File: config.mk
export PLATFORM = sky130hd
export DESIGN_NAME = sram_port_ctrl
export DESIGN_NICKNAME = d
export VERILOG_FILES = /design/src/rtl/sram_ctrl_pkg.sv /design/src/rtl/sram_phase_timer.sv /design/src/rtl/sram_req_hold.sv /design/src/rtl/sram_rd_capture.sv /design/src/rtl/sram_port_ctrl.sv
export SDC_FILE = /design/constraint.sdc
export NUM_CORES = 1
export LEC_CHECK = 0
export BUFFER_PORTS_ARGS = -buffer_cell sky130_fd_sc_hd__buf_4
export CAP_MARGIN = 20
export CORE_ASPECT_RATIO = 1.75
export CORE_MARGIN = 3
export CORE_UTILIZATION = 40
export CTS_BUF_LIST = sky130_fd_sc_hd__clkbuf_16
export DETAILED_ROUTE_END_ITERATION = 16
export PLACE_DENSITY = 0.73
export RECOVER_POWER = 100
export SYNTH_ARGS = -nofsm -noshare
export SYNTH_HDL_FRONTEND = slang
export SYNTH_SLANG_ARGS = --single-unit
File: constraint.sdc
create_clock -name clk -period 2.3 [get_ports clk]
set_clock_uncertainty 0.15 [all_clocks]
set_input_delay 0.115 -clock clk [delete_from_list [all_inputs] [get_ports clk]]
set_output_delay 0.115 -clock clk [all_outputs]
set_load 0.03 [all_outputs]
File: src/rtl/sram_ctrl_pkg.sv
`timescale 1ns/1ps
package sram_ctrl_pkg;

    typedef enum logic [2:0] {
        ST_IDLE     = 3'd0,
        ST_RD_ACT   = 3'd1,
        ST_RD_OFF   = 3'd2,
        ST_WR_SETUP = 3'd3,
        ST_WR_PULSE = 3'd4,
        ST_WR_REC   = 3'd5
    } sram_state_e;

    function automatic int ceil_div(input int num, input int den);
        return (num + den - 1) / den;
    endfunction

    function automatic int imax(input int a, input int b);
        return (a > b) ? a : b;
    endfunction

endpackage

File: src/rtl/sram_phase_timer.sv
`timescale 1ns/1ps
module sram_phase_timer #(
    parameter int CNT_W = 2
) (
    input  logic             clk,
    input  logic             rst_n,
    input  logic             load,
    input  logic [CNT_W-1:0] load_val,
    output logic             done
);
    logic [CNT_W-1:0] cnt_q;

    always_ff @(posedge clk or negedge rst_n) begin
        if (!rst_n) begin
            cnt_q <= '0;
        end else if (load) begin
            cnt_q <= load_val;
        end else if (cnt_q != '0) begin
            cnt_q <= cnt_q - 1'b1;
        end
    end

    assign done = (cnt_q == '0);
endmodule

File: src/rtl/sram_req_hold.sv
`timescale 1ns/1ps
module sram_req_hold #(
    parameter int ADDR_W = 20,
    parameter int DATA_W = 4
) (
    input  logic              clk,
    input  logic              rst_n,
    input  logic              take,
    input  logic [ADDR_W-1:0] addr_i,
    input  logic [DATA_W-1:0] data_i,
    output logic [ADDR_W-1:0] addr_q,
    output logic [DATA_W-1:0] data_q
);
    always_ff @(posedge clk or negedge rst_n) begin
        if (!rst_n) begin
            addr_q <= '0;
            data_q <= '0;
        end else if (take) begin
            addr_q <= addr_i;
            data_q <= data_i;
        end
    end
endmodule

File: src/rtl/sram_rd_capture.sv
`timescale 1ns/1ps
module sram_rd_capture #(
    parameter int DATA_W = 4
) (
    input  logic              clk,
    input  logic              rst_n,
    input  logic              cap,
    input  logic [DATA_W-1:0] din,
    output logic [DATA_W-1:0] dout,
    output logic              strobe
);
    always_ff @(posedge clk or negedge rst_n) begin
        if (!rst_n) begin
            dout   <= '0;
            strobe <= 1'b0;
        end else begin
            strobe <= cap;
            if (cap) begin
                dout <= din;
            end
        end
    end
endmodule

File: src/rtl/sram_port_ctrl.sv
`timescale 1ns/1ps
module sram_port_ctrl
    import sram_ctrl_pkg::*;
#(
    parameter int ADDR_W    = 20,
    parameter int DATA_W    = 4,
    parameter int CLK_PS    = 8000,
    parameter int T_RC_PS   = 10000,
    parameter int T_AA_PS   = 10000,
    parameter int T_OE_PS   = 5000,
    parameter int T_OHZ_PS  = 5000,
    parameter int T_WP_PS   = 8000,
    parameter int T_WC_PS   = 10000
) (
    input  logic              clk,
    input  logic              rst_n,
    input  logic              req_valid,
    output logic              req_ready,
    input  logic              req_write,
    input  logic [ADDR_W-1:0] req_addr,
    input  logic [DATA_W-1:0] req_wdata,
    output logic [DATA_W-1:0] rd_data,
    output logic              rd_valid,
    output logic [ADDR_W-1:0] mem_addr,
    output logic              mem_cs_n,
    output logic              mem_oe_n,
    output logic              mem_we_n,
    output logic [DATA_W-1:0] mem_dq_out,
    output logic              mem_dq_oe,
    input  logic [DATA_W-1:0] mem_dq_in
);
    // Phase lengths in clock cycles, each rounded up from the RAM minimum.
    localparam int RD_CYC  = imax(1, ceil_div(imax(imax(T_RC_PS, T_AA_PS), T_OE_PS), CLK_PS));
    localparam int OFF_CYC = imax(1, ceil_div(T_OHZ_PS, CLK_PS));
    localparam int WP_CYC  = imax(1, ceil_div(T_WP_PS, CLK_PS));
    localparam int WC_CYC  = ceil_div(T_WC_PS, CLK_PS);
    localparam int REC_CYC = imax(1, WC_CYC - 1 - WP_CYC);
    localparam int MAX_CYC = imax(imax(RD_CYC, OFF_CYC), imax(WP_CYC, REC_CYC));
    localparam int CNT_W   = imax(1, $clog2(MAX_CYC + 1));

    localparam logic [CNT_W-1:0] RD_LD  = CNT_W'(RD_CYC - 1);
    localparam logic [CNT_W-1:0] OFF_LD = CNT_W'(OFF_CYC - 1);
    localparam logic [CNT_W-1:0] WP_LD  = CNT_W'(WP_CYC - 1);
    localparam logic [CNT_W-1:0] REC_LD = CNT_W'(REC_CYC - 1);

    sram_state_e      st_q, st_d;
    logic             ld, take, cap, ph_done;
    logic [CNT_W-1:0] ld_val;

    sram_phase_timer #(.CNT_W(CNT_W)) i_timer (
        .clk      (clk),
        .rst_n    (rst_n),
        .load     (ld),
        .load_val (ld_val),
        .done     (ph_done)
    );

    sram_req_hold #(.ADDR_W(ADDR_W), .DATA_W(DATA_W)) i_hold (
        .clk    (clk),
        .rst_n  (rst_n),
        .take   (take),
        .addr_i (req_addr),
        .data_i (req_wdata),
        .addr_q (mem_addr),
        .data_q (mem_dq_out)
    );

    sram_rd_capture #(.DATA_W(DATA_W)) i_cap (
        .clk    (clk),
        .rst_n  (rst_n),
        .cap    (cap),
        .din    (mem_dq_in),
        .dout   (rd_data),
        .strobe (rd_valid)
    );

    // State register.
    always_ff @(posedge clk or negedge rst_n) begin
        if (!rst_n) begin
            st_q <= ST_IDLE;
        end else begin
            st_q <= st_d;
        end
    end

    // Next state and phase timer loads.
    always_comb begin
        st_d   = st_q;
        ld     = 1'b0;
        ld_val = '0;
        take   = 1'b0;
        cap    = 1'b0;
        unique case (st_q)
            ST_IDLE: begin
                if (req_valid) begin
                    take = 1'b1;
                    ld   = 1'b1;
                    if (req_write) begin
                        st_d = ST_WR_SETUP;
                    end else begin
                        st_d   = ST_RD_ACT;
                        ld_val = RD_LD;
                    end
                end
            end
            ST_RD_ACT: begin
                if (ph_done) begin
                    cap    = 1'b1;
                    st_d   = ST_RD_OFF;
                    ld     = 1'b1;
                    ld_val = OFF_LD;
                end
            end
            ST_RD_OFF: begin
                if (ph_done) begin
                    st_d = ST_IDLE;
                end
            end
            ST_WR_SETUP: begin
                st_d   = ST_WR_PULSE;
                ld     = 1'b1;
                ld_val = WP_LD;
            end
            ST_WR_PULSE: begin
                if (ph_done) begin
                    st_d   = ST_WR_REC;
                    ld     = 1'b1;
                    ld_val = REC_LD;
                end
            end
            ST_WR_REC: begin
                if (ph_done) begin
                    st_d = ST_IDLE;
                end
            end
            default: begin
                st_d = ST_IDLE;
            end
        endcase
    end

    // Registered RAM controls, decoded from the next state so they switch cleanly.
    always_ff @(posedge clk or negedge rst_n) begin
        if (!rst_n) begin
            mem_cs_n  <= 1'b1;
            mem_oe_n  <= 1'b1;
            mem_we_n  <= 1'b1;
            mem_dq_oe <= 1'b0;
        end else begin
            mem_cs_n  <= !(st_d == ST_RD_ACT || st_d == ST_WR_SETUP || st_d == ST_WR_PULSE);
            mem_oe_n  <= (st_d != ST_RD_ACT);
            mem_we_n  <= (st_d != ST_WR_PULSE);
            mem_dq_oe <= (st_d == ST_WR_SETUP || st_d == ST_WR_PULSE);
        end
    end

    assign req_ready = (st_q == ST_IDLE);
endmodule

Yosys cells after proc, flatten, opt, wreduce, memory -nomap -nowiden
Cells that the tools add are included.

word-level totals
  output and inout bits = 34
  register bits after elaboration = 38

cells by class
  reductions and logical operators = 10
  muxes and demuxes = 16
  add/sub/neg operators = 1
  eq/ne operators = 10

operators by type and width
  operator                                                                  count
  3-bit case mux with 5 select lines                                        1
  3-bit two-way mux                                                         4
  3-bit by 2-bit == test with 1-bit output (second input constant)          3
  3-bit == test (second input constant)                                     3
  1-bit two-way mux                                                         7
  3-bit by 1-bit == test with 1-bit output (second input constant)          2
  2-bit two-way mux                                                         3
  2-bit nonzero test                                                        2
  2-bit OR reduction                                                        2
  3-bit zero test                                                           1
  1-bit logical OR                                                          3
  3-bit by 1-bit inequality test with 1-bit output (second input constant)  1
  3-bit inequality test (second input constant)                             1
  1-bit case mux with 3 select lines                                        1
  2-bit zero test                                                           1
  2-bit by 1-bit subtractor with 2-bit output (second input constant)       1
  1-bit zero test                                                           1

Longest topological paths before layout
Gate-level depths: netlist (run 1).

  word-level depth = 7
  mapped depth = 6
  mapped depth without buffers = 5

Cells and area by module
A second synthesis (run 1) with hierarchy kept.

second synthesis, totals
  cell total of the unflattened synthesis = 109
  area, all modules = 1697.9 um^2

by module, submodules not included
  module            area each (um^2)  cells an instance  instances
  sram_req_hold     997.2             51                 1
  sram_port_ctrl    416.6             37                 1
  sram_rd_capture   170.2             9                  1
  sram_phase_timer  113.9             12                 1

Least setup slack after synthesis (run 1)
OpenSTA, ideal clock, no wires.

  kind = register to register
  start point = reg st_q[2]
  end point = reg i_hold.addr_q[0]
  setup slack = 0.532 ns
  clock period less this slack = 1.768 ns
  data arrival time = 1.493 ns
  setup time = 0.125 ns
  cell stages (with the launch flop) = 5
  required time = 2.025 ns
  path through = dfrtp_1 -> buf_4 -> nor4b_4 -> buf_6 -> mux2_2

between the ends
  cells in the longest elaborated chain, start to end = 2

RTL lines
  what                    RTL line              text
  start, declared         sram_port_ctrl.sv:46  sram_state_e st_q, st_d;
  start signal, assigned  sram_port_ctrl.sv:82  st_q <= st_d;
  3-bit zero test         sram_port_ctrl.sv:93  unique case (st_q)
  1-bit two-way mux       sram_port_ctrl.sv:93
  end signal, assigned    sram_req_hold.sv:19   addr_q <= addr_i;
  end, declared           sram_req_hold.sv:11   output logic [ADDR_W-1:0] addr_q,

Every way passes these cells.
A chain may end at the register's enable or synchronous reset.

Worst setup path in the final report (run 1)
  start point = reg st_q[2]
  end point = reg i_hold.addr_q[18]

The elaborated chain is that of the path after synthesis.

==> results.cfg, run 1 <==
[clocking]
cts_sinks = 38
cts.clk_slew.worst_paths_ns = 0.05
clk-insertion-delay-late_ns = 0.27
cts_max_level = 2
cts-root-buf = clkbuf_16
cts_buffers = 5
cts_tree = done
cts_buffer_depth = 2
post_cts_buffers = 0

[logic_synthesis]
synth_compound_area_share_pct = 2.727
syn_avg_cell_area_um2 = 14.72
synthCells = 106
synth_warnings = 0
synth_fa_ha_area_share_pct = 0.8019
syn_area_um2 = 1560
synth_top_family_by_area = multiplexers
yosys.area_share.xor_xnor_pct = 1.123
seq_area_frac_synth_pct = 61.19
syn-num-nets = 139
yosys.area_share.simple_pct = 8.180
synth_mux_area_share_pct = 22.29
synth-seq-cells = 38
synthFlopType = dfrtp_1
synth_cell_types = 30
synth_edf_count = 0
ys_async_sr_fraction_pct = 100.0

[grt]
grt_pass1_wl_um = 6279
grt_pass1_vias = 1346
grt_usage_pct = 18.40
grt_max_degree = 39
antenna_found_initial = 0
overflow = 0

[worst_hold_path]
hold_depth = 1
hold_class = flip-flop to flip-flop
whs_endpoint = i_hold.addr_q[7]
hp-start = i_hold.addr_q[7]

[power_and_ir_drop]
pwr_density_cell_nw_per_um2 = 1480
total_power_mw = 3.524
vdd_drop_max_v = 0.001062
p_leak_nw = 1.060

[final_layout]
areaGrowthSynthToFinish_pct = 52.61
layout-drive-gt1-share_pct = 33.33
fin_cells = 250
diodes = 0
fill_cells = 325
regArea_um2 = 954.7
num-nets-final = 236
multi_input_area_um2 = 548.0

[detailed_routing]
wirelength_um = 3740
drt_iter0_markers = 8
drc = 0
vias = 1204
drt-vias-per-instance = 4.816
dr.pass1.iters = 4
wl_per_cell_um = 14.96
postRouteAntennaNets = 0

[setup_path]
r2r-end = i_hold.addr_q[18]
critPathLaunchType = flip-flop
crit_fanout = 25
crit_chain = nor4b_4, clkbuf_2, mux2_1
rr_worst_depth = 3
critical_path_class = flip-flop to flip-flop
slowest_delay_ns = 0.54
cp-end-kind = flip-flop
r2r_setup_slack_ns = 0.26
cp_slowest_cell = clkbuf_2
r2r-start = st_q[2]
critPathRequiredTime_ns = 2.29
crit_arrival_ns = 2.03

[floorplan]
fp.dieW_um = 53.21
initial_core_util_pct = 42.16
core_area_um2 = 3701
die_h_um = 88.62
row_count = 29
ioPinCount = 66
die-area_um2 = 4715

[outcome]
status = completed

[timing]
rsz0062_at_grt = no
worst_pin_slew_ns = 0.9202
drv_slew = 0
setup_viol = 0
hold_ws_ns = 0.3417
post-route-min-period_ns = 2.040
min_period_over_period_pct = 88.67
final-hold-violation-count = 0
max_freq_ghz = 0.4903
max_slew_margin_pct = 38.65
fin_setup_tns_ns = 0

[placement]
globalplace.congestion = 0.7775
hpwl_um = 2492
placed_cells_incl_taps = 211
numPortBuffers = 65

[flow_run]
maxCapViolations = 0
## routing by layer
metal	vias to the layer above	GRT usage (%)	part of all wire (%)
met3	6	5.059	5.8
li1	567	-	-
met1	586	18.79	35
met4	0	6.512	1.7
met5	-	0	0
met2	45	34.30	58
## area by class of cell
| cell class | instances | share of cell area, % |
|---|---|---|
| clock buffers | 5 | 5.255 |
| clock inverters | 3 | 0.4729 |
| flip-flops and latches | 38 | 40.09 |
| inverters | 3 | 0.4729 |
| repair buffers | 97 | 28.27 |
| well taps | 46 | 2.417 |
| multi-input cells | 58 | 23.02 |
## cell usage in the layout, fill, tap and decap left out, drive strengths merged
master       instances
dfstp                3
or3                  1
o31a                 1
o22ai                1
nor2                 2
ha                   1
o21ai                2
nor3                 1
nand3b               2
and2                 1
clkbuf              41
or4b                 1
a21oi                2
dlygate4sd3         31
mux2i                1
and4bb               1
or4bb                1
nand2b               2
inv                  6
a211oi               1
xor2                 2
mux2                30
nand2                3
nor4b                1
buf                 30
dfrtp               35
nand4                1
## critical path, delay by kind of cell (launching register included)
family,cells,cell delay (ns)
simple gates,1,0.30
flops,1,0.50
buf+inv,1,0.54
mux,1,0.41
## power breakdown
part | switching [mW] | internal [mW] | leakage, nW
registers | 0.220 | 1.02 | 0.452
logic | 1.07 | 0.591 | 0.531
clock network | 0.233 | 0.389 | 0.0776
total | 1.52 | 2.00 | 1.06
## logic make-up (layout without fill, tap and decap cells)
group / after synthesis / in the layout
muxes: 31 / 31
DFF: 38 / 38
AOI/OAI and AO/OA: 7 / 7
xor gates and xnor gates: 2 / 2
adders and majority gates: 1 / 1
buffers and inverters: 10 / 108
and+or+nand+nor: 17 / 17
## worst max-delay path by stage
stage | slack, ns | cells after the start | to | from
2_1_floorplan | 0.53 | 4 | i_hold.addr_q[0] | st_q[2]
3_3_place_gp | 0.53 | 3 | i_hold.data_q[0] | st_q[2]
3_5_place_dp | 0.41 | 5 | mem_oe_n | i_timer.cnt_q[0]
4_1_cts | 0.40 | 5 | mem_oe_n | i_timer.cnt_q[0]
5_1_grt | 0.17 | 3 | i_hold.data_q[0] | st_q[2]
6_report | 0.26 | 3 | i_hold.addr_q[18] | st_q[2]
## cell usage after synthesis (all sizes together), types with 2 or more instances
| master | n | area [µm²] |
|---|---|---|
| mux2 | 30 | 337.8 |
| nand3b | 2 | 15.01 |
| buf | 4 | 35.03 |
| nand2b | 2 | 12.51 |
| o21ai | 2 | 10.00 |
| xor2 | 2 | 17.52 |
| dfrtp | 35 | 875.8 |
| clkbuf | 3 | 11.26 |
| nor2 | 2 | 7.510 |
| nand2 | 3 | 11.26 |
| a21oi | 2 | 10.01 |
| inv | 3 | 11.26 |
| dfstp | 3 | 78.83 |
## registers in the layout, indices dropped and copies added (netlist names)
name           flops
i_hold.addr_q     20
i_cap.strobe       1
mem_cs_n           1
i_cap.dout         4
st_q               3
i_timer.cnt_q      2
i_hold.data_q      4
mem_oe_n           1
mem_dq_oe          1
mem_we_n           1
## repair_timing
action,4_1_cts,5_1_grt
setup endpoints to repair,0,0
gates resized for setup,0,0
hold buffers,31,0
hold endpoints to repair,68,0
## per-stage QoR
step	instance area [µm²]	worst slack [ns]	util (%)
final	2381	0.2605	64.33
after global routing	2381	0.1693	64.33
after CTS	2514	0.3958	67.92
after detailed placement	2067	0.4097	55.85
after global placement	2067	0.5331	55.85
after floorplan	1560	0.5320	-
Power figures use the tool's default switching activity.
==> inputs of run 2 (changes only) <==
--- a/config.mk
+++ b/config.mk
@@ -10,10 +10,10 @@
 export CORE_ASPECT_RATIO = 1.75
 export CORE_MARGIN = 3
 export CORE_UTILIZATION = 40
-export CTS_BUF_LIST = sky130_fd_sc_hd__clkbuf_16
+export CTS_BUF_LIST = sky130_fd_sc_hd__clkbuf_8
 export DETAILED_ROUTE_END_ITERATION = 16
-export PLACE_DENSITY = 0.73
-export RECOVER_POWER = 100
+export PLACE_DENSITY = 0.68
+export RECOVER_POWER = 25
 export SYNTH_ARGS = -nofsm -noshare
 export SYNTH_HDL_FRONTEND = slang
 export SYNTH_SLANG_ARGS = --single-unit
==> results.cfg, run 2 (same netlist as run 1, synthesis figures left out) <==
[clocking]
cts_buffer_depth = 2
cts-root-buf = clkbuf_8
cts_max_level = 2
cts_tree = done
cts_buffers = 5
clk-insertion-delay-late_ns = 0.29
cts.clk_slew.worst_paths_ns = 0.07
cts_sinks = 38

[final_layout]
regArea_um2 = 954.7
multi_input_area_um2 = 548.0
layout-drive-gt1-share_pct = 52.22
fin_util_pct = 67.21
num-nets-final = 236
design_area_um2 = 2487
largest_reg_flops = 20
top_regs = i_hold.addr_q: 20 flops, i_cap.dout: 4 flops, i_hold.data_q: 4 flops
fill_cells = 280
layout_common_cells = buf_4 (65), dfrtp_1 (35), dlygate4sd3_1 (31), mux2_2 (28), clkbuf_8 (6)
areaGrowthSynthToFinish_pct = 59.42
diodes = 0
fin_cells = 249
largest-register = i_hold.addr_q
final_common_cell = buf_4

[timing]
post-route-min-period_ns = 1.870
max_slew_margin_pct = 39.85
min_period_over_period_pct = 81.31
max_freq_ghz = 0.5347
setup_viol = 0
rsz0062_at_grt = no
worst_pin_slew_ns = 0.9023
drv_slew = 0
fin_setup_tns_ns = 0
final-hold-violation-count = 0

[floorplan]
die-area_um2 = 4715
ioPinCount = 66
row_count = 29
core_area_um2 = 3701
fp.dieW_um = 53.21
initial_core_util_pct = 42.16
die_h_um = 88.62

[grt]
grt_use_met3_pct = 4.384
grt_pass1_wl_um = 6051
grt_usage_pct = 17.90
grt_pass1_vias = 1341
use_met2_pct = 34.53
grt_max_degree = 39
antenna_found_initial = 0
met1_usage_pct = 17.05
overflow = 0
top_usage_layer = met2

[placement]
globalplace.congestion = 0.8121
placed_cells_incl_taps = 211
dpl_cell_area_um2 = 2067
hpwl_um = 2523
numPortBuffers = 65

[setup_path]
crit_family = flip-flops
crit_arrival_ns = 1.95
r2r-start = i_timer.cnt_q[0]
cp_slowest_cell = dfrtp_1
cp-end-kind = flip-flop
path_buf_inv = 1
crit_path_start = i_timer.cnt_q[0]
slowest_delay_ns = 0.39
crit_fanout = 12
critPathRequiredTime_ns = 2.38
critPathLaunchType = flip-flop
critical_path_class = flip-flop to flip-flop
crit_chain = inv_1, ha_1, mux2_2, a211oi_1, or3_1

[detailed_routing]
drc = 0
vias = 1212
drt_iter0_markers = 15
wl_per_cell_um = 15.27
dr.pass1.iters = 6
drt-vias-per-instance = 4.867
postRouteAntennaNets = 0
wirelength_um = 3803

[power_and_ir_drop]
total_power_mw = 3.734
p_leak_nw = 1.162
pwr_density_cell_nw_per_um2 = 1501
vdd_drop_max_v = 0.0009537

[worst_hold_path]
hold_class = input port to async pin

[flow_run]
maxCapViolations = 0

[outcome]
status = completed
-- run 2: final timing paths --
kind                                    end  slack [ns]  depth (start not counted)
max                                mem_oe_n        0.43                          5
min                        i_hold.addr_q[7]        0.34                          2
max reg2reg                        mem_oe_n        0.43                          5
min reg2reg                i_hold.addr_q[7]        0.35                          1
max in group asynchronous  i_hold.addr_q[5]        1.11                          2
min in group clk           i_hold.addr_q[7]        0.35                          1
-- run 2: layer usage --
layer	share of wire, %	routed length [µm]
met3	5.5	210
met4	1.9	72
met1	35	1333
met2	57	2186
met5	0	0
-- run 2: worst reg2reg max path, cell delays in order, from the launching register on --
cell and delay [ns]:
dfrtp_1 0.39, inv_1 0.06, ha_1 0.38, mux2_2 0.39
a211oi_1 0.29, or3_1 0.16
-- run 2: power by group --
part / leakage [nW] / total, mW / switching, mW / internal, mW
Clock: 0.0573 / 0.564 / 0.218 / 0.347
Combinational: 0.653 / 1.92 / 1.07 / 0.852
Sequential: 0.452 / 1.25 / 0.232 / 1.02
Total: 1.16 / 3.73 / 1.52 / 2.22
-- run 2: area by class of cell --
type / instances / share of cell area (%)
tap: 46 / 2.314
inverter: 3 / 0.4527
clock buffer: 6 / 3.320
timing repair buffer: 97 / 32.29
sequential: 38 / 38.38
multi-input combinational: 58 / 22.03
clock inverter: 1 / 1.207
-- run 2: repair_timing --
item | 4_1_cts | 5_1_grt
gates resized for setup | 0 | 0
endpoints found under the hold margin | 69 | 0
buffers inserted | 0 | 0
hold buffers | 31 | 0
-- run 2: metrics by stage --
stage	hold WS (ns)	setup WS (ns)
floorplan	-0.3306	0.5320
global placement	-0.05697	0.5179
detailed placement	-0.04991	0.4322
CTS	0.1809	0.4150
global route	0.3709	0.3144
finish	0.3397	0.4299
